===== src/rtl/vga_regport_pkg.sv =====
package vga_regport_pkg;

    localparam int DATA_W       = 8;
    localparam int BANK_REGS    = 32;
    localparam int UNLOCK_READS = 4;

    localparam int OFF_SEQ_IDX  = 'h04;
    localparam int OFF_SEQ_DAT  = 'h05;
    localparam int OFF_PIX_MASK = 'h06;
    localparam int OFF_GFX_IDX  = 'h0E;
    localparam int OFF_GFX_DAT  = 'h0F;
    localparam int OFF_CRT_IDX  = 'h14;
    localparam int OFF_CRT_DAT  = 'h15;

    localparam logic [DATA_W-1:0] UNMAPPED_READ = '1;

    typedef enum logic [1:0] {
        BANK_SEQ = 2'd0,
        BANK_CRT = 2'd1,
        BANK_GFX = 2'd2
    } bank_sel_e;

endpackage


===== src/rtl/vga_index_bank.sv =====
module vga_index_bank #(
    parameter int DATA_W   = 8,
    parameter int NUM_REGS = 32
) (
    input  logic                         clk,
    input  logic                         rst_n,
    input  logic                         idx_we,
    input  logic                         dat_we,
    input  logic [DATA_W-1:0]            wdata,
    output logic [DATA_W-1:0]            idx_val,
    output logic [DATA_W-1:0]            dat_val,
    output logic [NUM_REGS*DATA_W-1:0]   regs_flat
);

    localparam int SEL_W = $clog2(NUM_REGS);

    typedef struct packed {
        logic [DATA_W-1:0]                 idx;
        logic [NUM_REGS-1:0][DATA_W-1:0]   regs;
    } bank_state_t;

    bank_state_t st_d, st_q;
    logic [SEL_W-1:0] sel;

    assign sel = st_q.idx[SEL_W-1:0];

    always_comb begin
        st_d = st_q;
        if (idx_we) begin
            st_d.idx = wdata;
        end
        if (dat_we) begin
            st_d.regs[sel] = wdata;
        end
    end

    always_ff @(posedge clk or negedge rst_n) begin
        if (!rst_n) begin
            st_q <= '0;
        end else begin
            st_q <= st_d;
        end
    end

    assign idx_val   = st_q.idx;
    assign dat_val   = st_q.regs[sel];
    assign regs_flat = st_q.regs;

    // bank contents move only on a data write
    a_r2_bank_hold: assert property (@(posedge clk) disable iff (!rst_n)
        !dat_we |=> $stable(st_q.regs));

    // a data write lands in the register chosen by the index held at the write
    a_r2_data_lands: assert property (@(posedge clk) disable iff (!rst_n)
        dat_we |=> st_q.regs[$past(sel)] == $past(wdata));

    // the index keeps all eight written bits
    a_r5_index_full: assert property (@(posedge clk) disable iff (!rst_n)
        idx_we |=> idx_val == $past(wdata));

endmodule


===== src/rtl/vga_hidden_unlock.sv =====
module vga_hidden_unlock #(
    parameter int DATA_W       = 8,
    parameter int UNLOCK_READS = 4
) (
    input  logic              clk,
    input  logic              rst_n,
    input  logic              mask_rd,
    input  logic              mask_wr,
    input  logic              other_acc,
    input  logic [DATA_W-1:0] wdata,
    output logic [DATA_W-1:0] pixel_mask,
    output logic [DATA_W-1:0] hidden_dac
);

    localparam int CNT_W = $clog2(UNLOCK_READS + 1);
    localparam logic [CNT_W-1:0] CNT_OPEN = CNT_W'(UNLOCK_READS);

    typedef struct packed {
        logic [CNT_W-1:0]  cnt;
        logic [DATA_W-1:0] mask;
        logic [DATA_W-1:0] hidden;
    } unlock_state_t;

    unlock_state_t st_d, st_q;
    logic unlocked;

    assign unlocked = (st_q.cnt == CNT_OPEN);

    always_comb begin
        st_d = st_q;
        if (mask_wr) begin
            if (unlocked) begin
                st_d.hidden = wdata;
            end else begin
                st_d.mask = wdata;
            end
            st_d.cnt = '0;
        end else if (mask_rd) begin
            if (!unlocked) begin
                st_d.cnt = st_q.cnt + 1'b1;
            end
        end else if (other_acc) begin
            st_d.cnt = '0;
        end
    end

    always_ff @(posedge clk or negedge rst_n) begin
        if (!rst_n) begin
            st_q <= '0;
        end else begin
            st_q <= st_d;
        end
    end

    assign pixel_mask = st_q.mask;
    assign hidden_dac = st_q.hidden;

    // the count never passes the unlocked value
    a_r11_cnt_saturates: assert property (@(posedge clk) disable iff (!rst_n)
        st_q.cnt <= CNT_OPEN);

    // an access elsewhere restarts the sequence
    a_r10_other_clears: assert property (@(posedge clk) disable iff (!rst_n)
        other_acc |=> st_q.cnt == '0);

    // every pixel-mask write leaves the count at zero
    a_r8_write_clears: assert property (@(posedge clk) disable iff (!rst_n)
        mask_wr |=> st_q.cnt == '0);

    // an unlocked write reaches the auxiliary register only
    a_r7_redirect: assert property (@(posedge clk) disable iff (!rst_n)
        (mask_wr && unlocked) |=> (hidden_dac == $past(wdata)) && $stable(pixel_mask));

    // a locked write reaches the pixel mask only
    a_r9_locked_write: assert property (@(posedge clk) disable iff (!rst_n)
        (mask_wr && !unlocked) |=> (pixel_mask == $past(wdata)) && $stable(hidden_dac));

endmodule


===== src/rtl/vga_regport.sv =====
module vga_regport
    import vga_regport_pkg::*;
#(
    parameter int ADDR_W = 5
) (
    input  logic                        clk,
    input  logic                        rst_n,
    input  logic [ADDR_W-1:0]           addr,
    input  logic                        wr_en,
    input  logic                        rd_en,
    input  logic [DATA_W-1:0]           wr_data,
    output logic [DATA_W-1:0]           rd_data,
    output logic [DATA_W-1:0]           pixel_mask,
    output logic [DATA_W-1:0]           hidden_dac,
    output logic [BANK_REGS*DATA_W-1:0] seq_regs,
    output logic [BANK_REGS*DATA_W-1:0] crt_regs,
    output logic [BANK_REGS*DATA_W-1:0] gfx_regs
);

    localparam int NUM_BANKS = 3;

    typedef logic [ADDR_W-1:0] addr_t;

    localparam addr_t IDX_OFF [NUM_BANKS] = '{addr_t'(OFF_SEQ_IDX), addr_t'(OFF_CRT_IDX), addr_t'(OFF_GFX_IDX)};
    localparam addr_t DAT_OFF [NUM_BANKS] = '{addr_t'(OFF_SEQ_DAT), addr_t'(OFF_CRT_DAT), addr_t'(OFF_GFX_DAT)};

    logic do_wr, do_rd, any_acc, hit_mask;
    logic [NUM_BANKS-1:0]            hit_idx, hit_dat;
    logic [DATA_W-1:0]               idx_val [NUM_BANKS];
    logic [DATA_W-1:0]               dat_val [NUM_BANKS];
    logic [BANK_REGS*DATA_W-1:0]     flat    [NUM_BANKS];

    assign do_wr    = wr_en;
    assign do_rd    = rd_en && !wr_en;
    assign any_acc  = wr_en || rd_en;
    assign hit_mask = (addr == addr_t'(OFF_PIX_MASK));

    for (genvar b = 0; b < NUM_BANKS; b++) begin : g_bank
        assign hit_idx[b] = (addr == IDX_OFF[b]);
        assign hit_dat[b] = (addr == DAT_OFF[b]);

        vga_index_bank #(
            .DATA_W   (DATA_W),
            .NUM_REGS (BANK_REGS)
        ) bank_i (
            .clk       (clk),
            .rst_n     (rst_n),
            .idx_we    (do_wr && hit_idx[b]),
            .dat_we    (do_wr && hit_dat[b]),
            .wdata     (wr_data),
            .idx_val   (idx_val[b]),
            .dat_val   (dat_val[b]),
            .regs_flat (flat[b])
        );
    end

    vga_hidden_unlock #(
        .DATA_W       (DATA_W),
        .UNLOCK_READS (UNLOCK_READS)
    ) unlock_i (
        .clk        (clk),
        .rst_n      (rst_n),
        .mask_rd    (do_rd && hit_mask),
        .mask_wr    (do_wr && hit_mask),
        .other_acc  (any_acc && !hit_mask),
        .wdata      (wr_data),
        .pixel_mask (pixel_mask),
        .hidden_dac (hidden_dac)
    );

    assign seq_regs = flat[BANK_SEQ];
    assign crt_regs = flat[BANK_CRT];
    assign gfx_regs = flat[BANK_GFX];

    always_comb begin
        rd_data = UNMAPPED_READ;
        if (hit_mask) begin
            rd_data = pixel_mask;
        end
        for (int b = 0; b < NUM_BANKS; b++) begin
            if (hit_idx[b]) rd_data = idx_val[b];
            if (hit_dat[b]) rd_data = dat_val[b];
        end
    end

    // an unmapped offset reads as all ones
    a_r12_unmapped_ones: assert property (@(posedge clk) disable iff (!rst_n)
        (rd_en && !hit_mask && hit_idx == '0 && hit_dat == '0) |-> rd_data == UNMAPPED_READ);

    // an unmapped write leaves every bank and both single registers unchanged
    a_r12_unmapped_write: assert property (@(posedge clk) disable iff (!rst_n)
        (wr_en && !hit_mask && hit_idx == '0 && hit_dat == '0)
        |=> $stable(seq_regs) && $stable(crt_regs) && $stable(gfx_regs)
            && $stable(pixel_mask) && $stable(hidden_dac));

    // a pixel-mask read returns the pixel mask
    a_r6_mask_read: assert property (@(posedge clk) disable iff (!rst_n)
        (rd_en && hit_mask) |-> rd_data == pixel_mask);

endmodule


===== config.mk =====
export PLATFORM = sky130hd
export DESIGN_NAME = vga_regport
export DESIGN_NICKNAME = d
export VERILOG_FILES = /design/src/rtl/vga_regport_pkg.sv /design/src/rtl/vga_index_bank.sv /design/src/rtl/vga_hidden_unlock.sv /design/src/rtl/vga_regport.sv
export SDC_FILE = /design/constraint.sdc
export NUM_CORES = 1
export LEC_CHECK = 0
export BUFFER_PORTS_ARGS = -buffer_cell sky130_fd_sc_hd__buf_2
export CORE_AREA = 3 3 316 318
export DETAILED_ROUTE_END_ITERATION = 8
export DIE_AREA = 0 0 319 321
export GPL_ROUTABILITY_DRIVEN = 1
export HOLD_SLACK_MARGIN = 0.12
export PLACE_DENSITY_LB_ADDON = 0.15
export SLEW_MARGIN = 30
export SYNTH_ARGS = -nofsm -noshare
export SYNTH_HDL_FRONTEND = slang
export SYNTH_SLANG_ARGS = --single-unit

===== constraint.sdc =====
create_clock -name clk -period 5.9 [get_ports clk]
set_clock_uncertainty 0.2 [all_clocks]
set_input_delay 0.295 -clock clk [delete_from_list [all_inputs] [get_ports clk]]
set_output_delay 0.295 -clock clk [all_outputs]
set_load 0.02 [all_outputs]

Word-level counts from Yosys, hierarchy flattened
Index checks and enable logic that the tools add are counted.
{ "word_totals": {"reg_bits": 811, "in_bits": 17, "out_inout_bits": 792} }
{ "op_classes": {"n_addsub": 1, "n_lt_le_gt_ge": 6, "eq_ne": 9, "muxes": 26, "bitwise_logic": 1, "n_reduce_logical": 20} }
{ "ops": {"columns": ["op", "n"], "rows": [
  ["$bwmux 256", 3],
  ["$bmux 8 s5", 3],
  ["$demux 8 s5", 3],
  ["$mux 8", 13],
  ["$lt 5x6->1 const B", 3],
  ["$eq 5x3->1 const B", 3],
  ["$ge 5x1->1 const B", 3],
  ["$logic_and 1x1->1", 13],
  ["$mux 3", 4],
  ["$eq 5x4->1 const B", 2],
  ["$eq 5x5->1 const B", 2],
  ["$reduce_and 2->1", 3],
  ["$add 3x1->3 const B", 1],
  ["$eq 3x3->1 const B", 1],
  ["$ne 3x3->1 const B", 1],
  ["$reduce_bool 3->1", 1],
  ["$logic_not 1->1", 2],
  ["$logic_or 1x1->1", 1],
  ["$not 1->1", 1]
]} }

Logic depth before layout (Yosys ltp)
Gate-level depths: netlist (run 1).
{ "depth": {"ltp_word": 8, "mapped_depth": 10, "mapped_depth_nobuf": 6} }

Modules after synthesis
Synthesis (run 1) repeated with hierarchy kept, for this count alone.
{ "unflattened": {"hier_cells": 2802, "hier_area_um2": 38314.2} }
{ "by_module_without_submodules": {"columns": ["mod", "instances", "cells_per_inst", "area_each_um2", "seq_area_each_um2"], "rows": [
  ["vga_index_bank", 3, 873, 12218.0, 6606.3],
  ["vga_hidden_unlock", 1, 71, 920.9, 475.5],
  ["vga_regport", 1, 112, 739.5, 0.0]
]} }

Least setup slack after synthesis (run 1)
No wires, ideal clock.
{ "synth_timing": {"path_type": "reg2out", "from": "register g_bank[0].bank_i.st_q (netlist bit g_bank[0].bank_i.idx_val[2])", "to": "output rd_data[6]", "arrival_time_ns": 2.223, "slack_ns": 3.182, "stages_incl_launch_ff": 8, "cell_sequence": "dfrtp_1 > clkbuf_1 > or3b_2 > buf_1 > o221ai_1 > o21ai_0 > o2111a_1 > a211oi_1"} }
{ "synth_via": {"elab_chain_len": 7} }
{ "synth_lines": {"columns": ["item", "line", "source"], "rows": [
  ["start, declared", "vga_index_bank.sv:22", "bank_state_t st_d, st_q;"],
  ["start signal, assigned", "vga_index_bank.sv:41", "st_q <= st_d;"],
  ["$bmux 8 s5", "vga_index_bank.sv:46", "assign dat_val = st_q.regs[sel];"],
  ["$mux 8 (implied by the code)", "vga_index_bank.sv:46", null],
  ["$mux 8", "vga_regport.sv:82", "if (hit_dat[b]) rd_data = dat_val[b];"],
  ["$mux 8", "vga_regport.sv:81", "if (hit_idx[b]) rd_data = idx_val[b];"],
  ["$mux 8", "vga_regport.sv:82", null],
  ["$mux 8", "vga_regport.sv:81", null],
  ["$mux 8", "vga_regport.sv:82", null],
  ["end, declared", "vga_regport.sv:12", "output logic [DATA_W-1:0] rd_data,"]
]} }
Every way passes these cells. The select of a mux whose other input is x is not followed.

Worst setup path after layout (run 1)
{ "layout_timing": {"from": "register g_bank[0].bank_i.st_q (netlist bit g_bank[0].bank_i.idx_val[0])", "to": "output rd_data[3]"} }
The elaborated chain is that of the path after synthesis.

==> metrics.md, run 1 <==
| Metric | Value |
|---|---|
| HP Class | `in2async` |
| Post-CTS Hold Buffers | `17` |
| EDFF count, synth | `0` |
| Wirelength per Cell | `31.9 µm` |
| Initial antenna violation count | `10` |
| Asr flop ratio synth | `1.00` |
| Global-route wire length before repair | `213 mm` |
| Core footprint | `between 90,000 and 100,000 µm²` |
| Crit start category | `register` |
| Die Wd | `319 µm` |
| Worst-path clk slew | `0.06 ns` |
| Vias/cell | `5.75` |
| DR vias | `26,700` |
| TritonCTS buffer count | `93` |
| Num ports | `809` |
| Routed Wire Length | `148 mm` |
| Number of global-route vias before repair | `~28,000` |
| # port buffers | `808` |
| Hold Worst Slack | `0.169 ns` |
| Slew margin rel. | `0.345` |
| Status | `completed` |
| Initial core utilization | `0.391` |
| Pwr Density | `303 nW/µm²` |
| Syn_nets | `about 2,600` |
| WP buf/inv | `2` |
| Largest delay share family, worst path | `compound AO/OA/AOI/OAI gates` |
| Max Slew Vio Count | `0` |
| FF+latch count, synth | `811` |
| Max-cap violations | `0` |
| Post-CTS sizing | `0` |
| RSZ-0062 raised after global routing | `no` |
| Final Hold Fails | `0` |
| Mean Syn Cell Area | `14.9 µm²` |
| Total gr overflow | `0` |
| VDD IR max | `around 0.22 mV` |
| Top FF cell, synth | `dfrtp_1` |
| Crit-path max FO | `38` |
| Root Driver | `clkbuf_16` |
| CTS tree | `done` |
| Mapped Cells | `around 2,500` |
| Final TNS setup | `0 ns` |
| Initial DRC count | `2,089` |
| Part of the cycle the worst path needs | `0.797` |
| Placer Congestion | `0.898` |
| Worst slew pin tran | `0.982 ns` |
| Crit path arrival time | `4.21 ns` |
| Period minus WS final | `4.70 ns` |
| DR DRC count | `0` |
| Worst skew pair latency | `about 0.67 ns` |
| Total GRT Usage | `0.284` |
| ANT nets after route | `0` |
| Area Growth Syn to Fin | `22.8%` |
| Synthesized area | `37,800 µm²` |
| Fmax | `0.213 GHz` |
| H-Tree Level Count | `3` |
| Crit end category | `primary output` |
| Largest net degree at the start of global routing | `177` |
| Yosys warns | `0` |
| Fin util | `0.480` |
| Layout cells sized above 1 | `0.622` |
| # nets final | `3,303` |
| Filler cells | `~8,600` |
| Final setup fails | `0` |
| Cell leakage power | `24.2 nW` |
| CP cell instances | `buf_4 > mux4_2 > o22ai_1 > a211oi_1 > a2111oi_0 > o31ai_1 > buf_2` |
| Clk buf depth | `3` |
| Post-DP HPWL | `about 110 mm` |
| Die Y | `about 320 µm` |
| Post CTS Setup Buffer Count | `0` |
| Die ar. | `102,000 µm²` |
| Critical path required time | `5.41 ns` |
| CTS sink cnt | `811` |
| # rows | `114` |
| CP max stage cell | `dfrtp_4` |
| Post-synthesis sequential area ratio | `0.536` |
| Netlist cell types | `60` |
| First-pass iteration count of the detailed router | `5` |
| Worst stage delay on the critical path | `0.95 ns` |
| Setup CP Type | `reg2out` |
power by group:
group          internal, mW  switching, mW  total [mW]
registers              5.73          0.378        6.11
logic                 0.658           1.09        1.75
clock network          3.79           2.45        6.24
placed cells by master (no fill, tap or decap), drive strengths merged, types with 12 or more instances in the layout:
cell	count
a211oi	12
a21oi	19
a22oi	30
buf	842
clkbuf	132
clkinv	22
dfrtp	811
dlygate4sd3	16
inv	12
mux2	831
mux2i	69
mux4	157
nand2	78
nand2b	19
nand3	14
nand4	17
nor2	82
nor3	22
o21ai	21
o22ai	31
registers in the layout, summed over array words and instances, names as in the netlist:
| signal | count |
|---|---|
| g_bank.bank_i.regs_flat | 768 |
| unlock_i.hidden_dac | 8 |
| unlock_i.pixel_mask | 8 |
| unlock_i.st_q | 3 |
| g_bank.bank_i.idx_val | 24 |
metal layers:
metal / vias up / global-route usage / wire length [µm]
li1: 11000 / - / -
met1: 14400 / 0.363 / 59500
met2: 1118 / 0.474 / 72300
met3: 208 / 0.0732 / 11400
met4: 6 / 0.0917 / 4970
met5: - / 0 / 46
through the flow:
| step | instance area [µm²] | cells | setup slack, ns | total power, mW |
|---|---|---|---|---|
| CTS | 46400 | 4635 | 1.03 | 14.2 |
| detailed placement | 42900 | 4446 | 1.78 | 7.95 |
| floorplan | 37800 | 2538 | 3.18 | 7.21 |
| global route | 46400 | 4637 | 0.909 | 14.6 |
| global placement | 42900 | 4446 | 1.79 | 7.93 |
| finish | 46500 | 4641 | 1.20 | 14.1 |
cell type report:
class / count / area, µm² / share of cell area
well taps: 1276 / 1600 / 0.0344
flip-flops and latches: 811 / 20300 / 0.437
clock inverters: 40 / 517 / 0.0111
multi-input cells: 1512 / 16500 / 0.356
repair buffers: 858 / 4640 / 0.0998
clock buffers: 132 / 2810 / 0.0604
inverters: 8 / 30.0 / 0.000646
diodes: 4 / 10.0 / 0.000215
logic make-up (layout without fill, tap and decap cells):
kind of cell | Yosys count | after routing | synth area share
muxes | 1057 | 1057 | 0.359
adders and majority gates | 2 | 2 | 0.000661
and+or+nand+nor | 291 | 291 | 0.0483
buffers and inverters | 215 | 1038 | 0.0264
other | 0 | 4 | 0
AOI/OAI and AO/OA | 162 | 162 | 0.0293
DFF | 811 | 811 | 0.536
tightest hold or removal path, stage by stage:
cell and delay [ns]:
dlygate4sd3_1 0.56, buf_8 0.24, buf_4 0.31
synth_stat cells, types with 21 or more instances:
| cell type | number | share of area |
|---|---|---|
| dfrtp_1 | 811 | 0.54 |
| nor2_2 | 44 | 0.0073 |
| nand2_2 | 30 | 0.0050 |
| a22oi_1 | 30 | 0.0060 |
| clkbuf_1 | 123 | 0.012 |
| o21ai_0 | 21 | 0.0028 |
| nor2_1 | 30 | 0.0030 |
| buf_2 | 37 | 0.0049 |
| o22ai_1 | 31 | 0.0051 |
| nand2_1 | 48 | 0.0048 |
| mux2_2 | 812 | 0.24 |
| mux2i_1 | 69 | 0.018 |
| mux4_2 | 157 | 0.093 |
| buf_4 | 31 | 0.0061 |
path summary, 6_finish.rpt:
| kind | startpoint | end | slack [ns] | depth (start not counted) |
|---|---|---|---|---|
| max | g_bank[0].bank_i.idx_val[0]$_DFFE_PN0P_ | rd_data[3] | 1.20 | 7 |
| min | rst_n | g_bank[2].bank_i.regs_flat[75]$_DFFE_PN0P_ | 0.17 | 3 |
| max reg2reg | g_bank[1].bank_i.idx_val[0]$_DFFE_PN0P_ | g_bank[1].bank_i.regs_flat[64]$_DFFE_PN0P_ | 2.07 | 5 |
| min reg2reg | g_bank[2].bank_i.idx_val[5]$_DFFE_PN0P_ | g_bank[2].bank_i.idx_val[5]$_DFFE_PN0P_ | 0.30 | 1 |
| max in group asynchronous | rst_n | g_bank[0].bank_i.regs_flat[45]$_DFFE_PN0P_ | 4.37 | 4 |
| min in group clk | g_bank[2].bank_i.idx_val[5]$_DFFE_PN0P_ | g_bank[2].bank_i.idx_val[5]$_DFFE_PN0P_ | 0.30 | 1 |
(Power assumes the default switching activity.)
==> run 2, diff against run 1 <==
Settings changed: CORE_AREA 3 3 316 318 to 3 3 318 320, DIE_AREA 0 0 319 321 to 0 0 321 323.
Clock period 5.9 ns to 4.42 ns, I/O delays scaled along.
==> metrics.md, run 2 (synthesized netlist as in run 1, its figures left out) <==
| Metric | Value |
|---|---|
| Area Growth Syn to Fin | `23.0%` |
| CTS sink cnt | `about 800` |
| Pwr Density | `398 nW/µm²` |
| Clk buf depth | `3` |
| Placed instance area | `43,200 µm²` |
| # nets final | `3,334` |
| Cell leakage power | `24.2 nW` |
| Die Y | `323 µm` |
| Largest net degree at the start of global routing | `140` |
| Final setup fails | `0` |
| Max-cap violations | `0` |
| Commonest non-fill, non-tap cell in the layout | `mux2_2` |
| Routed Wire Length | `~150 mm` |
| Critical path required time | `4.00 ns` |
| Initial DRC count | `approximately 1,800` |
| Crit end category | `primary output` |
| Root Driver | `clkbuf_16` |
| Core footprint | `98,400 µm²` |
| RSZ-0062 raised after global routing | `no` |
| Worst slew pin tran | `1.02 ns` |
| Final TNS setup | `0 ns` |
| DR DRC count | `0` |
| Pwr Total | `18.5 mW` |
| TritonCTS buffer count | `92` |
| Worst Reg-to-Reg Cells | `4` |
| Max Slew Vio Count | `0` |
| First-pass iteration count of the detailed router | `5` |
| VDD IR max | `0.259 mV` |
| Total gr overflow | `0` |
| Hold Path Origin | `wr_data[2]` |
| Max FFs per register | `768` |
| Cell area after layout | `about 47,000 µm²` |
| Post-DP HPWL | `111 mm` |
| Die Wd | `321 µm` |
| Final Hold Fails | `0` |
| Hold depth | `2` |
| Num ports | `slightly above 800` |
| Crit path arrival time | `~3.8 ns` |
| Crit-path max FO | `16` |
| Crit start category | `register` |
| Status | `completed` |
| Fin util | `0.473` |
| Placer Congestion | `0.899` |
| Reg2reg start | `g_bank[2].bank_i.idx_val[1]$_DFFE_PN0P_` |
| Slew margin rel. | `0.321` |
| Fmax | `approximately 0.24 GHz` |
| Total GRT Usage | `0.286` |
| # port buffers | `808` |
| Post-Layout Cell Count | `4,671` |
| Placed Cells | `4,485` |
| Worst-path clk slew | `0.06 ns` |
| CTS tree | `done` |
| Commonest non-fill, non-tap cells in the layout | `mux2_2 (812), dfrtp_1 (803), buf_2 (799), mux4_2 (157), clkbuf_16 (93)` |
| Wirelength per Cell | `about 33 µm` |
| Worst skew pair latency | `0.67 ns` |
| Hold Worst Slack | `0.156 ns` |
| Pre-CTS setup slack | `~0.7 ns` |
| Initial antenna violation count | `8` |
| Final setup margin | `0.237 ns` |
| R2r setup slk | `about 1.2 ns` |
| Setup CP Type | `reg2out` |
| Die ar. | `between 100,000 and 150,000 µm²` |
| Number of global-route vias before repair | `approximately 28,000` |
| Initial core utilization | `0.384` |
| HP Class | `in2reg` |
| Layout cells sized above 1 | `0.621` |
| Hold path endpoint | `g_bank[2].bank_i.regs_flat[58]$_DFFE_PN0P_` |
| DR vias | `26,800` |
| # rows | `between 100 and 150` |
| Global-route wire length before repair | `214 mm` |
| Vias/cell | `5.73` |
| ANT nets after route | `0` |
| H-Tree Level Count | `3` |
| Period minus WS final | `~4.2 ns` |
| Reg-to-reg endpoint | `g_bank[2].bank_i.regs_flat[5]$_DFFE_PN0P_` |
| Part of the cycle the worst path needs | `0.946` |
## run 2: cell count changes in the layout (fill, tap and decap cells not counted), sizes merged
cell | previous run | this run
buf | 842 | 871
clkinvlp | 3 | 6
inv | 12 | 11
clkbuf | 132 | 123
clkinv | 22 | 16
dlygate4sd3 | 16 | 19
## run 2: worst max-delay path: stages (launching register included)
cell      delay [ns]
dfrtp_4         0.73
buf_4           0.35
mux4_2          0.53
mux2_2          0.27
nand3b_1        0.09
nand4_1         0.10
o21ai_0         0.42
o21ai_0         0.34
buf_2           0.25
## run 2: layer usage
| metal | GRT usage | up-vias | share of wire |
|---|---|---|---|
| li1 | - | 11100 | - |
| met1 | 0.356 | 14400 | 0.40 |
| met2 | 0.485 | 1055 | 0.49 |
| met3 | 0.0728 | 226 | 0.075 |
| met4 | 0.0977 | 4 | 0.038 |
| met5 | 0 | - | 0.00018 |
## run 2: final cells by class
cell class              count  area, µm²
multi-input cells        1512      16600
flip-flops and latches    811      20300
well taps                1287       1610
diodes                      4       10.0
inverters                   8       30.0
fillers                  8814      51900
clock buffers             123       2550
clock inverters            36        519
repair buffers            890       4960
## run 2: how the worst max path moves through the flow
stage	startpoint	end	slack (ns)
finish	g_bank[1].bank_i.idx_val[0]$_DFFE_PN0P_	rd_data[7]	0.24
global placement	g_bank[0].bank_i.idx_val[0]$_DFFE_PN0P_	rd_data[4]	0.70
detailed placement	g_bank[0].bank_i.idx_val[0]$_DFFE_PN0P_	rd_data[4]	0.70
floorplan	g_bank[0].bank_i.idx_val[2]$_DFFE_PN0P_	rd_data[6]	1.78
CTS	g_bank[1].bank_i.idx_val[0]$_DFFE_PN0P_	rd_data[7]	0.004
global route	g_bank[0].bank_i.idx_val[0]$_DFFE_PN0P_	rd_data[7]	0.08
## run 2: timing repair
item	CTS	global route
cloned	0	0
buffers inserted	0	3
hold buffers	18	2
endpoints found under the hold margin	884	100
endpoints found under the setup margin	1	4
resized for setup	1	1
## run 2: power by group
part | total (mW) | switching (mW) | leakage, nW | internal [mW]
clock | 7.92 | 3.23 | 1.49 | 4.69
combinational | 2.54 | 1.58 | 11.5 | 0.960
sequential | 8.07 | 0.418 | 11.2 | 7.65
==> run 3, diff against run 2 <==
Settings changed: CORE_AREA 3 3 318 320 to 3 3 310 312, DIE_AREA 0 0 321 323 to 0 0 313 315, SYNTH_HIERARCHICAL set to 1.
==> metrics.md, run 3 <==
| Metric | Value |
|---|---|
| RSZ-0062 raised after global routing | `no` |
| R2r setup slk | `1.43 ns` |
| HP Class | `in2reg` |
| Reg-to-reg endpoint | `g_bank[1].bank_i/regs_flat[101]$_DFFE_PN0P_` |
| Top FF cell, synth | `dfrtp_1` |
| TritonCTS buffer count | `90` |
| Post-synth top area share | `0.530` |
| Clock share of power | `0.433` |
| Cell mode on critical path | `nand2_1` |
| Clk buf depth | `3` |
| Max Slew Vio Count | `0` |
| Die ar. | `around 99,000 µm²` |
| Fin util | `0.505` |
| Period minus WS final | `4.30 ns` |
| GR Util met2 | `0.489` |
| Setup CP Type | `reg2out` |
| Placed Cells | `4,730` |
| Placer Congestion | `0.943` |
| GRT met1 Usage | `0.394` |
| Max FFs per register | `between 700 and 800` |
| Filler cells | `about 8,500` |
| Worst skew pair latency | `between 0.6 and 0.7 ns` |
| Wirelength per Cell | `around 31 µm` |
| VDD IR max | `0.291 mV` |
| Syn_nets | `2,821` |
| CTS sink cnt | `~810` |
| Die Wd | `~310 µm` |
| Part of the cycle the worst path needs | `0.973` |
| Placed instance area | `43,700 µm²` |
| Global-route wire length before repair | `between 200 and 250 mm` |
| Core footprint | `93,300 µm²` |
| Largest delay share family, worst path | `simple AND/OR/NAND/NOR gates` |
| Layout cells sized above 1 | `0.536` |
| Routed Wire Length | `152 mm` |
| Final setup fails | `0` |
| Number of global-route vias before repair | `approximately 29,000` |
| Status | `completed` |
| First-pass iteration count of the detailed router | `5` |
| DR vias | `28,400` |
| Area Growth Syn to Fin | `23.1%` |
| Largest net degree at the start of global routing | `104` |
| Post-DP HPWL | `112 mm` |
| Worst slew pin tran | `1.00 ns` |
| Asr flop ratio synth | `1.00` |
| Total gr overflow | `0` |
| Commonest non-fill, non-tap cells in the layout | `dfrtp_1 (801), buf_2 (799), mux2_2 (781), mux2i_1 (385), o22ai_1 (199)` |
| CP cell instances | `buf_4 > nand4b_1 > o22ai_1 > nor4_1 > nand2_1 > o21ai_1 > nand4_1 > o221ai_1 > nand2_1 > buf_2` |
| FF+latch count, synth | `811` |
| Cell area after layout | `47,200 µm²` |
| Sequential power share | `0.438` |
| Crit end category | `primary output` |
| Initial core utilization | `0.411` |
| Root Driver | `clkbuf_16` |
| Vias/cell | `5.77` |
| Post-synth top cells | `dfrtp_1 (811), mux2_2 (781), mux2i_1 (386)` |
| Initial antenna violation count | `3` |
| Crit start category | `register` |
| Cell leakage power | `24.5 nW` |
| Area of the multi-input gates | `17,100 µm²` |
| Commonest non-fill, non-tap cell in the layout | `dfrtp_1` |
| Leading area contributor after synthesis | `dfrtp_1` |
| Final setup margin | `0.121 ns` |
| Pwr Density | `385 nW/µm²` |
| CP Capture Point | `rd_data[6]` |
| P_int | `13.1 mW` |
| Worst Reg-to-Reg Cells | `5` |
| Net Switching | `just over 5 mW` |
| Slew margin rel. | `0.325` |
| Initial DRC count | `approximately 2,400` |
| H-Tree Level Count | `3` |
| Post-synthesis sequential area ratio | `0.530` |
| Gr busiest metal | `met2` |
| Worst stage delay on the critical path | `0.56 ns` |
| Reg area | `20,300 µm²` |
| Netlist cell types | `67` |
| Largest cells by area after synthesis | `dfrtp_1 (53%), mux2_2 (23%), mux2i_1 (10%), o22ai_1 (3.2%), clkbuf_1 (0.94%)` |
| GR Util met3 | `0.0573` |
| Num ports | `809` |
| # rows | `about 110` |
| EDFF count, synth | `0` |
| Net Sw Frac | `0.278` |
| Crit-path max FO | `18` |
| Pre-CTS setup slack | `0.349 ns` |
| Fmax | `roughly 0.23 GHz` |
| Worst-path clk slew | `0.06 ns` |
| DR DRC count | `0` |
| Synthesized area | `38,300 µm²` |
| Post-Layout Cell Count | `4,916` |
| WP buf/inv | `2` |
| Max-cap violations | `0` |
| Mean Syn Cell Area | `13.7 µm²` |
| Crit path depth | `10` |
| Die Y | `315 µm` |
| Mapped Cells | `2,802` |
| ANT nets after route | `0` |
| CTS tree | `done` |
| # nets final | `3,605` |
| Comb power frac | `0.129` |
| Total GRT Usage | `0.299` |
| Critical path required time | `4.00 ns` |
| Final Hold Fails | `0` |
| Crit path arrival time | `between 3 and 4 ns` |
| # port buffers | `808` |
| Yosys warns | `6` |
| Reg2reg start | `g_bank[1].bank_i/idx_val[1]$_DFFE_PN0P_` |
| CP startpoint | `g_bank[0].bank_i/idx_val[4]$_DFFE_PN0P_` |
| CP max stage cell | `nor4_1` |
| Count leader, synth | `dfrtp_1` |
| Final TNS setup | `0 ns` |
[run 3: worst min-delay path by stage]
stage                from                                           to  slack [ns]  depth (start not counted)
2_1_floorplan       rst_n      g_bank[0].bank_i/idx_val[0]$_DFFE_PN0P_       -0.27                          0
3_3_place_gp        rst_n   g_bank[1].bank_i/regs_flat[68]$_DFFE_PN0P_        0.17                          1
3_5_place_dp        rst_n   g_bank[1].bank_i/regs_flat[69]$_DFFE_PN0P_        0.17                          1
4_1_cts        wr_data[2]  g_bank[0].bank_i/regs_flat[162]$_DFFE_PN0P_        0.15                          2
5_1_grt        wr_data[2]  g_bank[1].bank_i/regs_flat[202]$_DFFE_PN0P_        0.17                          2
6_report       wr_data[2]  g_bank[0].bank_i/regs_flat[162]$_DFFE_PN0P_        0.16                          2
[run 3: routing by layer]
layer / part of all wire / vias to the layer above / routed length [µm]
li1: - / 12000 / -
met1: 0.42 / 15000 / 63600
met2: 0.48 / 1150 / 72700
met3: 0.063 / 240 / 9620
met4: 0.039 / 0 / 5950
met5: 0 / - / 0
[run 3: logic make-up (layout without fill, tap and decap cells)]
group / count (synthesis) / count (layout) / share of synthesized area
compound gates: 240 / 240 / 0.0403
fa+ha+maj: 4 / 4 / 0.00118
buf+inv: 223 / 1081 / 0.0284
flops: 811 / 811 / 0.530
mux: 1194 / 1194 / 0.338
other cells: 0 / 2 / 0
simple gates: 330 / 330 / 0.0621
[run 3: per-stage QoR]
step,power [mW],hold WS (ns)
after floorplan,9.46,-0.275
after global placement,10.4,0.169
after detailed placement,10.4,0.173
after CTS,18.3,0.153
after global routing,18.8,0.171
final,18.2,0.159
[run 3: what timing repair did]
item | 4_1_cts | 5_1_grt
resized for setup | 14 | 15
setup endpoints to repair | 7 | 7
pin swaps | 0 | 1
endpoints found under the hold margin | 771 | 0
buffers inserted | 0 | 2
hold buffers | 16 | 0
[run 3: final cells by class]
class | count | share of cell area
Inverter | 5 | 0.000398
Antenna cell | 2 | 0.000106
Clock inverter | 28 | 0.00793
Timing Repair Buffer | 910 | 0.109
Clock buffer | 138 | 0.0575
Tap cell | 1254 | 0.0333
Multi-Input combinational cell | 1768 | 0.361
Sequential cell | 811 | 0.431
[run 3: power by group through the flow]
stage / clock, mW / combinational (mW) / sequential (mW)
floorplan: 0 / 1.41 / 8.05
global placement: 0 / 2.28 / 8.09
detailed placement: 0 / 2.30 / 8.10
CTS: 8.01 / 2.32 / 7.96
global route: 8.31 / 2.47 / 7.99
finish: 7.87 / 2.35 / 7.96
